**config.mk**
```make
export PLATFORM = sky130hd
export DESIGN_NAME = cs_decoder_top
export DESIGN_NICKNAME = d
export VERILOG_FILES = /design/src/rtl/cs_pkg.sv /design/src/rtl/cs_strap_latch.sv /design/src/rtl/cs_cfg_regs.sv /design/src/rtl/cs_window_decode.sv /design/src/rtl/cs_decoder_top.sv
export SDC_FILE = /design/constraint.sdc
export NUM_CORES = 1
export LEC_CHECK = 0
export CAP_MARGIN = 30
export CORE_UTILIZATION = 35
export CTS_CLUSTER_DIAMETER = 120
export DETAILED_ROUTE_END_ITERATION = 6
export DONT_BUFFER_PORTS = 1
export PLACE_DENSITY_LB_ADDON = 0.25
export SETUP_SLACK_MARGIN = 0.05
export SLEW_MARGIN = 10
export SYNTH_ARGS = -nofsm -noshare
export SYNTH_HDL_FRONTEND = slang
export SYNTH_SLANG_ARGS = --single-unit
```
**constraint.sdc**
```tcl
create_clock -name clk_i -period 7.3 [get_ports clk_i]
set_clock_uncertainty 0.1 [all_clocks]
set_input_delay 1.46 -clock clk_i [delete_from_list [all_inputs] [get_ports clk_i]]
set_output_delay 1.46 -clock clk_i [all_outputs]
set_load 0.005 [all_outputs]
```
**src/rtl/cs_pkg.sv**
```systemverilog
package cs_pkg;
  parameter int unsigned ADDR_W = 24;
  parameter int unsigned NUM_CE = 3;
  parameter int unsigned SIZE_W = 2;
  parameter int unsigned MODE_W = 2;

  typedef enum logic [MODE_W-1:0] {
    BM_SINGLE    = 2'd0,
    BM_EXP64     = 2'd1,
    BM_EXP4M_MIN = 2'd2,
    BM_EXP4M_MAX = 2'd3
  } bus_mode_e;

  typedef enum logic [SIZE_W-1:0] {
    WS_8K  = 2'd0,
    WS_16K = 2'd1,
    WS_32K = 2'd2,
    WS_64K = 2'd3
  } win_size_e;

  typedef struct packed {
    logic              en;
    logic [ADDR_W-1:0] lo;
    logic [ADDR_W-1:0] hi;
  } span_t;

  typedef struct packed {
    span_t a;
    span_t b;
  } win_t;

  function automatic span_t mk_span(logic [ADDR_W-1:0] lo, logic [ADDR_W-1:0] hi);
    span_t s;
    s.en = 1'b1;
    s.lo = lo;
    s.hi = hi;
    return s;
  endfunction

  // Windows per channel; an undefined setting leaves both spans disabled
  function automatic win_t win_of(bus_mode_e mode, logic rom, win_size_e size, int ch);
    win_t w;
    w = '0;
    unique case (mode)
      BM_EXP64: begin
        if (rom) begin
          unique case (size)
            WS_8K:  w.a = mk_span(24'h008000 + 24'(ch) * 24'h2000,
                                  24'h009FFF + 24'(ch) * 24'h2000);
            WS_16K: if (ch < 2) w.a = mk_span(24'h007000 + 24'(ch) * 24'h4000,
                                              24'h00AFFF + 24'(ch) * 24'h4000);
            WS_32K: if (ch == 0) w.a = mk_span(24'h008000, 24'h00EFFF);
            default: w = '0;
          endcase
        end else begin
          unique case (size)
            WS_8K:  w.a = mk_span(24'(ch) * 24'h2000, 24'h001FFF + 24'(ch) * 24'h2000);
            WS_16K: w.a = mk_span(24'(ch) * 24'h4000, 24'h003FFF + 24'(ch) * 24'h4000);
            WS_32K: begin
              if (ch == 0) w.a = mk_span(24'h000000, 24'h007FFF);
              else if (ch == 1) w.a = mk_span(24'h008000, 24'h00EFFF);
            end
            WS_64K: if (ch == 0) w.a = mk_span(24'h000000, 24'h00EFFF);
            default: w = '0;
          endcase
        end
      end
      BM_EXP4M_MIN, BM_EXP4M_MAX: begin
        if (ch == 0) begin
          if (rom) begin
            w.a = mk_span(24'hC00000, 24'hFFFFFF);
          end else begin
            w.a = mk_span(24'h000000, 24'h00EFFF);
            w.b = mk_span(24'h010000, 24'h3FFFFF);
          end
        end else begin
          w.a = mk_span(24'(ch) * 24'h400000, 24'h3FFFFF + 24'(ch) * 24'h400000);
        end
      end
      default: w = '0;
    endcase
    return w;
  endfunction
endpackage

```
**src/rtl/cs_strap_latch.sv**
```systemverilog
module cs_strap_latch
  import cs_pkg::*;
(
  input  logic      clk_i,
  input  logic      rst_ni,
  input  logic [MODE_W-1:0] mode_i,
  input  logic      rom_i,
  output bus_mode_e mode_o,
  output logic      rom_o,
  output logic      done_o
);
  always_ff @(posedge clk_i or negedge rst_ni) begin
    if (!rst_ni) begin
      mode_o <= BM_SINGLE;
      rom_o  <= 1'b0;
      done_o <= 1'b0;
    end else if (!done_o) begin
      mode_o <= bus_mode_e'(mode_i);
      rom_o  <= rom_i;
      done_o <= 1'b1;
    end
  end
endmodule

```
**src/rtl/cs_cfg_regs.sv**
```systemverilog
module cs_cfg_regs
  import cs_pkg::*;
#(
  parameter int unsigned PORT_W = NUM_CE
) (
  input  logic              clk_i,
  input  logic              rst_ni,
  input  logic              wr_en_i,
  input  logic              wr_sel_i,
  input  logic [PORT_W-1:0] wr_data_i,
  output win_size_e         size_o,
  output logic [PORT_W-1:0] port_o
);
  always_ff @(posedge clk_i or negedge rst_ni) begin
    if (!rst_ni) begin
      size_o <= WS_8K;
      port_o <= '1;
    end else if (wr_en_i) begin
      if (wr_sel_i) port_o <= wr_data_i;
      else          size_o <= win_size_e'(wr_data_i[SIZE_W-1:0]);
    end
  end
endmodule

```
**src/rtl/cs_window_decode.sv**
```systemverilog
module cs_window_decode
  import cs_pkg::*;
(
  input  bus_mode_e         mode_i,
  input  logic              rom_i,
  input  win_size_e         size_i,
  input  logic [ADDR_W-1:0] addr_i,
  output logic [NUM_CE-1:0] hit_o
);
  localparam int unsigned NARROW_W = 16;

  logic [ADDR_W-1:0] eff_addr;

  // 64K modes see only the low address bits
  assign eff_addr = (mode_i == BM_EXP64)
                  ? {{(ADDR_W-NARROW_W){1'b0}}, addr_i[NARROW_W-1:0]}
                  : addr_i;

  for (genvar g = 0; g < NUM_CE; g++) begin : g_ch
    win_t w;
    always_comb w = win_of(mode_i, rom_i, size_i, g);
    assign hit_o[g] = (w.a.en && eff_addr >= w.a.lo && eff_addr <= w.a.hi)
                   || (w.b.en && eff_addr >= w.b.lo && eff_addr <= w.b.hi);
  end
endmodule

```
**src/rtl/cs_decoder_top.sv**
```systemverilog
module cs_decoder_top
  import cs_pkg::*;
(
  input  logic              clk_i,
  input  logic              rst_ni,
  input  logic [ADDR_W-1:0] addr_i,
  input  logic              ext_acc_i,
  input  logic              int_hit_i,
  input  logic              standby_i,
  input  logic [MODE_W-1:0] bus_mode_i,
  input  logic              rom_present_i,
  input  logic              wr_en_i,
  input  logic              wr_sel_i,
  input  logic [NUM_CE-1:0] wr_data_i,
  output logic [NUM_CE-1:0] ce_n_o,
  output logic [SIZE_W-1:0] size_o,
  output logic [NUM_CE-1:0] port_o
);
  bus_mode_e         mode_q;
  logic              rom_q;
  logic              strap_done;
  win_size_e         size_q;
  logic [NUM_CE-1:0] port_q;
  logic [NUM_CE-1:0] hit;
  logic [NUM_CE-1:0] ce_n_q;
  logic              fire;

  cs_strap_latch u_strap (
    .clk_i  (clk_i),
    .rst_ni (rst_ni),
    .mode_i (bus_mode_i),
    .rom_i  (rom_present_i),
    .mode_o (mode_q),
    .rom_o  (rom_q),
    .done_o (strap_done)
  );

  cs_cfg_regs #(.PORT_W(NUM_CE)) u_cfg (
    .clk_i     (clk_i),
    .rst_ni    (rst_ni),
    .wr_en_i   (wr_en_i),
    .wr_sel_i  (wr_sel_i),
    .wr_data_i (wr_data_i),
    .size_o    (size_q),
    .port_o    (port_q)
  );

  cs_window_decode u_dec (
    .mode_i (mode_q),
    .rom_i  (rom_q),
    .size_i (size_q),
    .addr_i (addr_i),
    .hit_o  (hit)
  );

  assign fire = strap_done && ext_acc_i && !int_hit_i && !standby_i;

  always_ff @(posedge clk_i or negedge rst_ni) begin
    if (!rst_ni)   ce_n_q <= '1;
    else if (fire) ce_n_q <= ~hit;
    else           ce_n_q <= '1;
  end

  assign ce_n_o = (mode_q == BM_SINGLE) ? port_q
                : (standby_i ? {NUM_CE{1'b1}} : ce_n_q);
  assign size_o = size_q;
  assign port_o = port_q;
endmodule

```
==> results of run 1 <==
==> critical path, stage by stage <==
cell and delay (ns):
and2_1 0.18, ha_1 0.32, nand4_1 0.19, nor4_1 0.62, nand3_1 0.26, a221oi_1 0.29, nand2_1 0.13
==> layout make-up <==
cell class / count / area, um2 / area share [%]
inverter: 15 / 56.30 / 1.686
timing repair buffer: 3 / 22.52 / 0.6744
sequential: 12 / 307.8 / 9.217
tap: 108 / 135.1 / 4.046
clock buffer: 4 / 45.04 / 1.349
multi-input combinational: 359 / 2773 / 83.03
==> path summary, 6_finish.rpt <==
check,from,slack (ns),cells past startpoint,end
max,addr_i[17],3.89,7,ce_n_q[1]$_DFF_PN1_
min,u_strap.done_o$_DFF_PN0_,0.52,1,u_strap.mode_o[1]$_DFFE_PN0N_
max reg2reg,u_strap.mode_o[1]$_DFFE_PN0N_,4.07,8,ce_n_q[0]$_DFF_PN1_
min reg2reg,u_strap.done_o$_DFF_PN0_,0.52,1,u_strap.mode_o[1]$_DFFE_PN0N_
max in group asynchronous,rst_ni,6.12,0,ce_n_q[0]$_DFF_PN1_
min in group asynchronous,rst_ni,0.81,0,u_cfg.size_o[1]$_DFFE_PN0P_
==> metrics by stage <==
| step | area, um2 | utilization (%) |
|---|---|---|
| floorplan | 3173 | - |
| global placement | 3279 | 37.42 |
| detailed placement | 3294 | 37.59 |
| CTS | 3339 | 38.11 |
| global route | 3339 | 38.11 |
| finish | 3339 | 38.11 |
==> cells in the final DEF (no fill, tap or decap), types with 2 or more instances in the layout <==
cell	count
a21o_1	5
nand4_1	18
nor4_1	6
a31oi_1	5
buf_4	3
clkbuf_8	3
nor3_1	7
nor2_1	25
mux2_2	7
a221oi_1	2
dfstp_2	6
nand2_1	31
nand4b_1	2
a21oi_1	42
inv_1	15
o31ai_1	2
dfrtp_1	6
a211oi_1	12
o21ai_0	22
nand2b_1	6
o211ai_1	7
o21a_1	3
nor2b_1	11
o41ai_1	2
and2_1	8
and3_1	2
nand3_1	17
ha_1	103
==> flip-flops by register name, summed over array words and instances (netlist names) <==
name            flops
u_strap.mode_o      2
u_cfg.port_o        3
ce_n_q              3
u_strap.rom_o       1
u_strap.done_o      1
u_cfg.size_o        2
==> where the power goes <==
part           switching (uW)  internal [uW]  total [uW]
sequential               13.4           74.8        88.3
clock                    25.1           38.5        63.6
combinational             152            112         264
total                     190            225         415
==> per-layer routing <==
layer	global-route usage (%)	up-vias
met2	32.61	57
met1	25.93	1348
met3	3.022	9
met5	0	-
li1	-	1501
met4	2.489	0
==> logic make-up (layout without fill, tap and decap cells) <==
logic type | after synthesis | in the layout
AOI/OAI and AO/OA | 108 | 108
adders and majority gates | 103 | 103
buffers and inverters | 23 | 22
DFF | 12 | 12
muxes | 8 | 8
other | 1 | 1
and+or+nand+nor | 139 | 139
==> summary by stage, run 1 <==
Run status
The run finished with clean final reports.

Synthesis
The prevailing post-synth register cell is dfstp_2. Of all flip-flops after synthesis, the portion carrying an async set or reset was 100.0%. After synthesis, the cell types taking the most area are ha_1 41%, a21oi_1 6.6%, dfstp_2 5.0%, dfrtp_1 4.7%, nand2_1 3.7%. The mean cell area of the mapped netlist is 8.053 um2. The sequential share of the synthesized area is 9.700%. Summing the areas of all compound-gate instances in the mapped netlist gives 21.21% of the synthesized area. The synthesized design spends more area on one cell type than any other, namely ha_1. By count the netlist is led by 103 x ha_1, 42 x a21oi_1, 31 x nand2_1, 25 x nor2_1, 22 x o21ai_0. For this run, the number of Yosys warnings is 0. The synthesized instance count is 394. Summing the areas of all and, or, nand and nor instances in the mapped netlist gives 22.63% of the synthesized area. The combinational family with the most area after synthesis is adder cells. After synthesis the netlist holds a flip-flop and latch count of 12. The net count of the mapped netlist is 534.

The synthesized netlist devotes 0% of its cell area to XOR and XNOR gates. The cell area after synthesis is 3173 um2. After synthesis, the netlist uses 43 different library cells. Of the post-synthesis cell area, the part taken by muxes is 2.800%. Yosys instantiated no cell more often than ha_1. In this run the biggest area consumer among cell types represents 40.62% of the synthesized area. The post-synthesis adder-cell area fraction is 40.62%. The number of flops mapped to enable cells by yosys is 0.

Global route
Entering global routing, the biggest net connects 23 pins. The via count of the first global-routing pass is 2,983. The initial antenna violation count came to 0. The global router's overall resource usage is 19.10%. The wire length of the first global-routing pass is 14,980 um. Global routing finished with a remaining overflow of 0.

Detailed routing
The detailed router's first-iteration violation count is 115. The number of detailed-route iterations in the first pass is 4. In the final routing, the length of wire on met1 measures 4074 um. The routed length per placed instance is 17.36 um. After detailed routing, the met3 layer carries 497 um of wire. The total vias in the final route is 2,915. The number of DRC violations after detailed routing is 0. The per-cell via count in the routed design is 5.818. The wire length on met2 is 4052 um.

The post-route antenna net violation count is 0. The final wirelength is 8695 um. The top routing layer in use is met4.

Finish
Compared with the post-synthesis result, the final layout area differs by 5.244%. The share of final-layout standard cells stronger than drive strength 1 is 6.107%. After filler insertion, the fill cell instance count of the layout stands at 924.

The count of non-filler cells in the finished layout is 501. The final antenna diode count is 0. In the final design database the tool counted 534 nets.

Clock tree
The TritonCTS sink count is 12. The number of gates given a new drive strength after cts is 0. CTS built an H-tree with a depth of 1. Clock latency on the worst-skew pair, taken at its later pin, is 0.24 ns. The clock tree from TritonCTS is built. The cell at the root of the clock tree is clkbuf_8. TritonCTS created 3 clock buffers. The longest clock path from root to sink contains 2 buffers. Clock-pin slew was measured on the worst setup and hold paths at 0.05 ns.

The number of hold buffers added after CTS was 0. The number of buffers inserted to repair setup after CTS is 0.

Timing
Setup repair after global routing left no endpoint under its margin. The timing-limited maximum frequency is 293.3 MHz. The number of pins with negative max-slew slack in the final report is 0.

Setup total negative slack on the finished layout was measured at 0 ns. The smallest setup slack after layout is 3.890 ns. For the pin with the worst max-slew slack, the measured transition is 0.9416 ns. In the finished design, the share of the clock period the worst path needs comes to 46.71%.

After layout, the minimum clock period comes to 3.410 ns. Setup violations remaining at the end of the flow were counted as 0. The worst pin sits at a relative slew slack of 37.23%. The total count of hold-check failures in the final report came to 0. Final hold analysis gives a worst-case slack of 0.5176 ns.

Floorplanning
The width of the chip is 97.22 um. The initialized floorplan defines 34 standard-cell rows. The initial utilization of the core area, before any placement, comes to 36.21%.

The floorplan step defined a die boundary enclosing 9451 um2. The floorplan step defined a core boundary enclosing 8763 um2. The floorplan step set the die height to 97.22 um.

The number of placed I/O pins is 45.

Setup path
The worst setup path is captured at a register. STA classifies the critical path startpoint as an input pin. The setup path with the least slack is of type input pin to register. The top fanout value on the critical path is 4. Data arrives at the worst endpoint at 3.46 ns. The critical path data required time is 7.35 ns.

Pwr
The total chip power is 415.4 uW. The maximum VDD drop is 0.00004857 V. The power per unit of standard cell area is 124.4 nW/um2. Summed over all cells, the static leakage comes to 0.001494 uW.

Placed design
Including well taps, the total number of placed cells is 497. Detailed placement finished with a half-perimeter wire length of 7322 um. The number of buffers added on ports is 0. The weighted congestion reported at the end of routability-driven placement is 0.8951.

The worst slack after detailed placement is 3.677 ns.

Worst hold path
The path class of the tightest hold or removal check is register to register.

Run
The max-capacitance violation count is 0.
No activity file was read; power rests on OpenSTA's default activity.
==> run 2: changes to the inputs <==
- clock period: 7.3 -> 3.23 ns (I/O delays scaled with it)
==> summary by stage, run 2 (synthesis results as in run 1) <==
Floorplanning
The floorplan step defined a core boundary enclosing 8763 um2. The number of placed I/O pins is 45. The floorplan step set the die width to 97.22 um.

The initial standard-cell utilization of the core is 36.21%. Measured along the y axis, the die boundary spans 97.22 um. The die covers 9451 um2. The floorplan has 34 rows.

Clock tree
Once the clock tree was built, the resizer swapped 0 gates to a different size. The post-CTS clock slew at the launch and capture registers of the worst setup and hold paths is 0.06 ns. The H-tree depth is 1. The total of hold buffers inserted after clock tree synthesis is 1. The clock tree buffer depth is 2. The TritonCTS sink count is 12. Once the clock tree was built, the setup fixing pass inserted 0 buffers. The clock tree from TritonCTS is built. Buffers inserted during clock tree synthesis total 3.

The later pin in the worst-skew pair is clocked with a latency of 0.24 ns. The root buffer cell chosen for the clock tree is clkbuf_8.

Timing
The part of the cycle the worst path needs is 90.37%. Counting I/O delays and the setup requirement, the final critical path takes 2.919 ns. Setup repair after global routing left no endpoint under its margin. For the final routed database, the setup TNS stands at 0 ns. The number of pins with negative max-slew slack in the final report is 0. The timing-limited maximum frequency is 342.6 MHz.

The transition at the pin with the smallest max-transition slack is 0.7458 ns. The worst max-slew margin expressed relative to the limit is 49.63%. The smallest setup slack after layout is 0.3112 ns. The count of final setup violators is 0.

The worst slack on hold paths is 0.1393 ns. The total count of hold-check failures in the final report is 0.

Pwr
The power per unit of standard cell area is 287.5 nW/um2. The analysis attributes to cell leakage a power of 0.001551 uW. The total chip power is 988.9 uW. The maximum VDD drop is 0.0001681 V.

Detailed routing
In the final routed layout, each cell accounts on average for 17.14 um. The detailed router's first-iteration violation count is 123. The total vias in the final route is 2,932. The number of detailed-route iterations in the first pass is 4. In the routed design, unresolved DRC markers number 0. Dividing the detail-routed via count by the number of cells gives 5.738. For this block, the routed nets add up to 8761 um of wire. In this run the remaining antenna-violating nets after routing total 0.

Placed design
Port buffering added 0 buffers. Routability-driven placement finished with a final weighted congestion of 0.9269. The detailed-placement wirelength estimate is 7410 um. The worst slack after detailed placement is 0.3149 ns.

Setup path
The arrival time at the worst endpoint is 2.99 ns. Traced cell by cell, the critical path runs through inv_1, ha_1, nor2_1, nand2_1, a31oi_1, buf_12, ha_1, nor2b_1, o211ai_1, a21oi_1, o21a_1, o311ai_0, nand2_1. The buffer and inverter count on the worst path is 2. The critical path data required time is 3.30 ns. The launch point of the critical path is u_cfg.size_o[0]$_DFFE_PN0P_.

In this run the critical register-to-register path is launched from u_cfg.size_o[0]$_DFFE_PN0P_. The top fanout value on the critical path is 14. The critical path is of the register to register type.

For this run, the slowest stage of the critical path takes 0.44 ns. The worst setup path is launched from a register. The cell family with the largest share of critical-path delay is compound AO/OA/AOI/OAI gates. The slowest cell on the critical path is dfrtp_1.

The critical path endpoint category is a register.

Global route
Entering global routing, the biggest net connects 21 pins. The initial antenna violation count was 0. The via count of the first global-routing pass came to 2,994. The aggregate global routing overflow is 0. The wire length of the first global-routing pass is 14,720 um. The global router's overall resource usage is 19.14%.

Finish
Cells fill 39.25% of the core in the end. The largest registers in the layout are ce_n_q: 3 flops, u_cfg.port_o: 3 flops. Leaving out fill and tap cells, the most frequent cells in the layout are 103 x ha_1, 42 x a21oi_1, 31 x nand2_1.

The number of antenna diodes in the final layout is 0. Cells with a size suffix above 1 make up 8.437% of the layout. Relative to the synthesized area, the layout overhead comes to 8.399%. The most frequent standard cell in the layout excluding fill and tap cells is ha_1. The total number of nets in the final design is 544.

Worst hold path
The tightest min-delay check is of the input pin to asynchronous set/reset pin type.

Run
The max-capacitance violation count is 0.

Run status
The flow ran to the end, and the final reports show no timing, DRC or antenna violations.
[run 2: path summary, 6_finish.rpt]
| check | end | slack [ns] | cells past startpoint |
|---|---|---|---|
| max | ce_n_q[1]$_DFF_PN1_ | 0.31 | 13 |
| min | u_cfg.port_o[1]$_DFFE_PN1P_ | 0.14 | 0 |
| max reg2reg | ce_n_q[1]$_DFF_PN1_ | 0.31 | 13 |
| min reg2reg | u_strap.mode_o[1]$_DFFE_PN0N_ | 0.53 | 1 |
| max in group asynchronous | u_strap.mode_o[0]$_DFFE_PN0N_ | 2.16 | 1 |
| min in group clk_i | u_cfg.size_o[1]$_DFFE_PN0P_ | 0.44 | 2 |
[run 2: cell type report]
| cell class | count | area [um2] |
|---|---|---|
| fillers | 920 | 5324 |
| multi-input cells | 359 | 2773 |
| flip-flops and latches | 12 | 307.8 |
| well taps | 108 | 135.1 |
| repair buffers | 13 | 112.6 |
| inverters | 15 | 56.30 |
| clock buffers | 4 | 55.05 |
[run 2: worst register-to-register path: stages, from the launching register on]
cell and delay (ns):
dfrtp_1 0.44, inv_1 0.13, ha_1 0.23, nor2_1 0.22
nand2_1 0.08, a31oi_1 0.28, buf_12 0.18, ha_1 0.24
nor2b_1 0.13, o211ai_1 0.15, a21oi_1 0.08, o21a_1 0.19
o311ai_0 0.30, nand2_1 0.09
[run 2: per-stage QoR]
stage               std cells  instance area [um2]
CTS                       511                 3440
detailed placement        506                 3374
floorplan                 394                 3173
finish                    511                 3440
global placement          506                 3374
global route              511                 3440
[run 2: per-layer routing]
layer  wire length (um)  global-route usage (%)
met1               4262                   25.78
met2               4008                   32.94
met3                418                   2.590
met4                 72                   3.167
met5                  0                       0
[run 2: report_power, final]
group | total, uW | switching, uW | internal [uW]
registers | 185 | 15.5 | 169
clock network | 168 | 59.8 | 108
logic | 636 | 365 | 272
==> run 3: changes to the inputs <==
- ABC_AREA: default -> 1
- SYNTH_HIERARCHICAL: default -> 1
==> summary by stage, run 3 <==
Placed design
Detailed placement finished with a half-perimeter wire length of 8030 um. Counting tap cells, the placed design contains a total of 706 instances. At the end of routability-driven placement, the weighted congestion stood at 0.9133.

Buffers placed on the I/O ports in this run total 0.

Worst hold path
The min-delay analysis places its worst path in the category input pin to asynchronous set/reset pin.

Clock tree
The longest clock path from root to sink contains 2 buffers. In this run the number of H-tree levels came out at 1. The clock latency of the later-clocked register in the worst-skew pair is 0.24 ns. The root buffer cell chosen for the clock tree is clkbuf_8.

Counting the buffers created by CTS gives 3. For this design, the sink count on the clock tree is 12. After clock tree synthesis, the clock-pin slew on the worst setup and hold paths is 0.05 ns. TritonCTS built the clock tree.

Finish
The total number of nets in the final design is 724. The final antenna diode count is 0. The largest registers in the layout are ce_n_q: 3 flops, u_cfg/port_o: 3 flops. In the layout the commonest cells are 175 x nand2_1, 103 x ha_1, 75 x inv_1. The post-route netlist has 7.732% of its cells at a drive strength greater than 1. After the flow finishes, the layout carries non-filler instances totaling 715. Cells fill 39.19% of the core in the end.

The area growth from synthesis to layout is 8.196%. The number of fillers in the final layout is 1,133. The most frequent standard cell in the layout excluding fill and tap cells is nand2_1.

Floorplanning
The die is 102.8 um tall. The standard cell core area is 9819 um2. The floorplan die area is 10,570 um2. For this design the top-level I/O count stands at 45. Row generation in the floorplan step produced 36 rows.

The initial standard-cell utilization of the core is 36.23%. The die is 102.8 um wide.

Setup path
The top fanout value on the critical path is 6. Data on the critical path is required at its endpoint by 3.31 ns. The path type of the worst setup path is register to register. The critical path endpoint category is a register. The arrival time at the worst endpoint is 2.95 ns. The setup slack of the most critical reg-to-reg path is 0.35 ns. The worst setup path is launched from a register.

Timing
Setup repair after global routing left no endpoint under its margin. The transition at the pin with the smallest max-transition slack is 0.5053 ns. Dividing the final minimum period by the clock period gives 89.12%. The timing-limited maximum frequency is 347.4 MHz. The total count of hold-check failures in the final report is 0. Setup violations remaining at the end of the flow were counted as 0. Measured against its own limit, the worst slew margin works out to 65.95%. Setup total negative slack on the finished layout was measured at 0 ns.

The final critical delay including setup and external delays is 2.879 ns. The number of pins with negative max-slew slack in the final report was 0.

Synthesis
The commonest cells after synthesis are 176 x nand2_1, 103 x ha_1, 76 x inv_1, 66 x nor2_1, 39 x a21oi_1. Synthesis instantiated 33 different standard cells from the library. The cell area after synthesis is 3557 um2. Synthesis produced 569 cells. Sequential cells were found to cover 8.653% of the synthesized design area.

The number of flops mapped to enable cells by yosys is 0. The number of warnings printed during yosys synthesis is 6. The largest total area in the synthesized netlist belongs to ha_1. Summed over its instances, the top area cell type makes up 36.23% of the synthesized netlist area.

Sorting the synthesized cells by area gives the leading types as ha_1 36%, nand2_1 19%, inv_1 8.0%, nor2_1 7.0%, a21oi_1 5.5%. The mean cell area of the mapped netlist is 6.252 um2. The async set-or-reset flop fraction in the synthesized netlist is 100.0%. The prevailing post-synth register cell is dfstp_2.

The most frequently used cell type in the post-synthesis netlist is nand2_1. The net count of the mapped netlist is 709. The number of storage elements in the synthesis netlist is 12.

Detailed routing
The top routing layer in use is met4. Once detail routing completed, the nets flagged for antenna violations numbered 0. The wire length on met2 is 4263 um.

Wires add up to 9463 um. In the final routed layout, each cell accounts on average for 13.23 um. The number of detailed-route iterations in the first pass is 4. The first routing iteration left 178 violations.

Summed over all nets, wire length on met3 after detailed routing comes to 446 um. The per-cell via count in the routed design is 4.958. The number of DRC violations after detailed routing is 0. For this block, wires on met1 add up to 4684 um. Detailed routing inserted a total of 3,545 vias.

Global route
The aggregate global routing overflow is 0. The via count of the first global-routing pass is 3,310. For this run, the total global-route usage over all layers was measured as 18.64%. The wire length of the first global-routing pass is 15,550 um. The maximum number of pins on one net before global-route repair is 16. The initial antenna violation count came to 0.

Pwr
After layout, the design draws a total of 1021 uW. Dividing total power by cell area gives a power density of 265.4 nW/um2. IR analysis of the VDD net gives a maximum drop of 0.0002530 V.

The leakage power is 0.002168 uW.

Run status
The flow ran to the end, and the final reports show no timing, DRC or antenna violations.

Run
The max-capacitance violation count is 0.
## run 3: changes by cell type after synthesis, moves of 12 or more
cell	delta
nor2_1	+41
nand2_1	+145
inv_1	+61
o21ai_0	-15
a211oi_1	-12
## run 3: layout make-up
cell class | count | area, um2 | area share [%]
Inverter | 84 | 319.1 | 8.290
Clock buffer | 3 | 41.29 | 1.073
Tap cell | 133 | 166.4 | 4.324
Sequential cell | 12 | 307.8 | 7.997
Timing Repair inverter | 1 | 5.005 | 0.1300
Multi-Input combinational cell | 470 | 2917 | 75.78
Timing Repair Buffer | 12 | 92.59 | 2.406
## run 3: through the flow
stage | hold WS, ns | cell area [um2] | setup slack [ns]
floorplan | 0.2504 | 3557 | 0.4657
global placement | 0.2508 | 3756 | 0.3942
detailed placement | 0.2509 | 3756 | 0.2634
CTS | 0.1422 | 3807 | 0.2476
global route | 0.1351 | 3849 | 0.1164
finish | 0.1487 | 3849 | 0.3513
## run 3: logic make-up (layout without fill, tap and decap cells)
group           Yosys count  in the layout  synth area share (%)
simple gates            298            298                 34.47
other cells               1              1                0.1054
flops                    12             12                 8.653
fa+ha+maj               103            103                 36.23
compound gates           68             68                 11.12
buf+inv                  87            100                 9.426
## run 3: routing by layer
metal | vias up | track usage, %
li1 | 1879 | -
met1 | 1585 | 25.77
met2 | 75 | 32.31
met3 | 6 | 1.492
met4 | 0 | 2.492
met5 | - | 0
## run 3: power breakdown
part / total [uW] / switching [uW] / internal, uW
clock network: 133 / 51.2 / 81.9
registers: 185 / 17.8 / 167
logic: 703 / 429 / 274
total: 1020 / 498 / 523
## run 3: final timing paths
| check | from | endpoint | cells after the start |
|---|---|---|---|
| min in group clk_i | u_cfg/port_o[2]$_DFFE_PN1P_ | u_cfg/port_o[2]$_DFFE_PN1P_ | 2 |
| setup reg to reg | u_cfg/size_o[0]$_DFFE_PN0P_ | ce_n_q[2]$_DFF_PN1_ | 16 |
| hold reg to reg | u_cfg/port_o[2]$_DFFE_PN1P_ | u_cfg/port_o[2]$_DFFE_PN1P_ | 2 |
| max in group asynchronous | rst_ni | u_strap/done_o$_DFF_PN0_ | 1 |
| hold / removal | rst_ni | u_cfg/port_o[2]$_DFFE_PN1P_ | 0 |
| setup / recovery | u_cfg/size_o[0]$_DFFE_PN0P_ | ce_n_q[2]$_DFF_PN1_ | 16 |
## run 3: worst max-delay path, cell delays in order, from the launching register on
cell and delay, ns:
dfrtp_1 0.44, inv_1 0.15, ha_1 0.20, o21ai_0 0.13, nor2_1 0.20, nor2_1 0.09
nand2_2 0.14, clkinvlp_2 0.24, ha_1 0.34, nand4_1 0.15, nor2_1 0.15, nand3_1 0.08
a21oi_1 0.14, nor2_1 0.06, nor2_1 0.09, nor2_1 0.05, nand3_1 0.07
## run 3: repair_timing
action,in CTS,in global routing
setup buffers,0,4
hold endpoints to repair,6,0
hold buffers,1,0
endpoints found under the setup margin,0,1
gates resized for setup,0,2
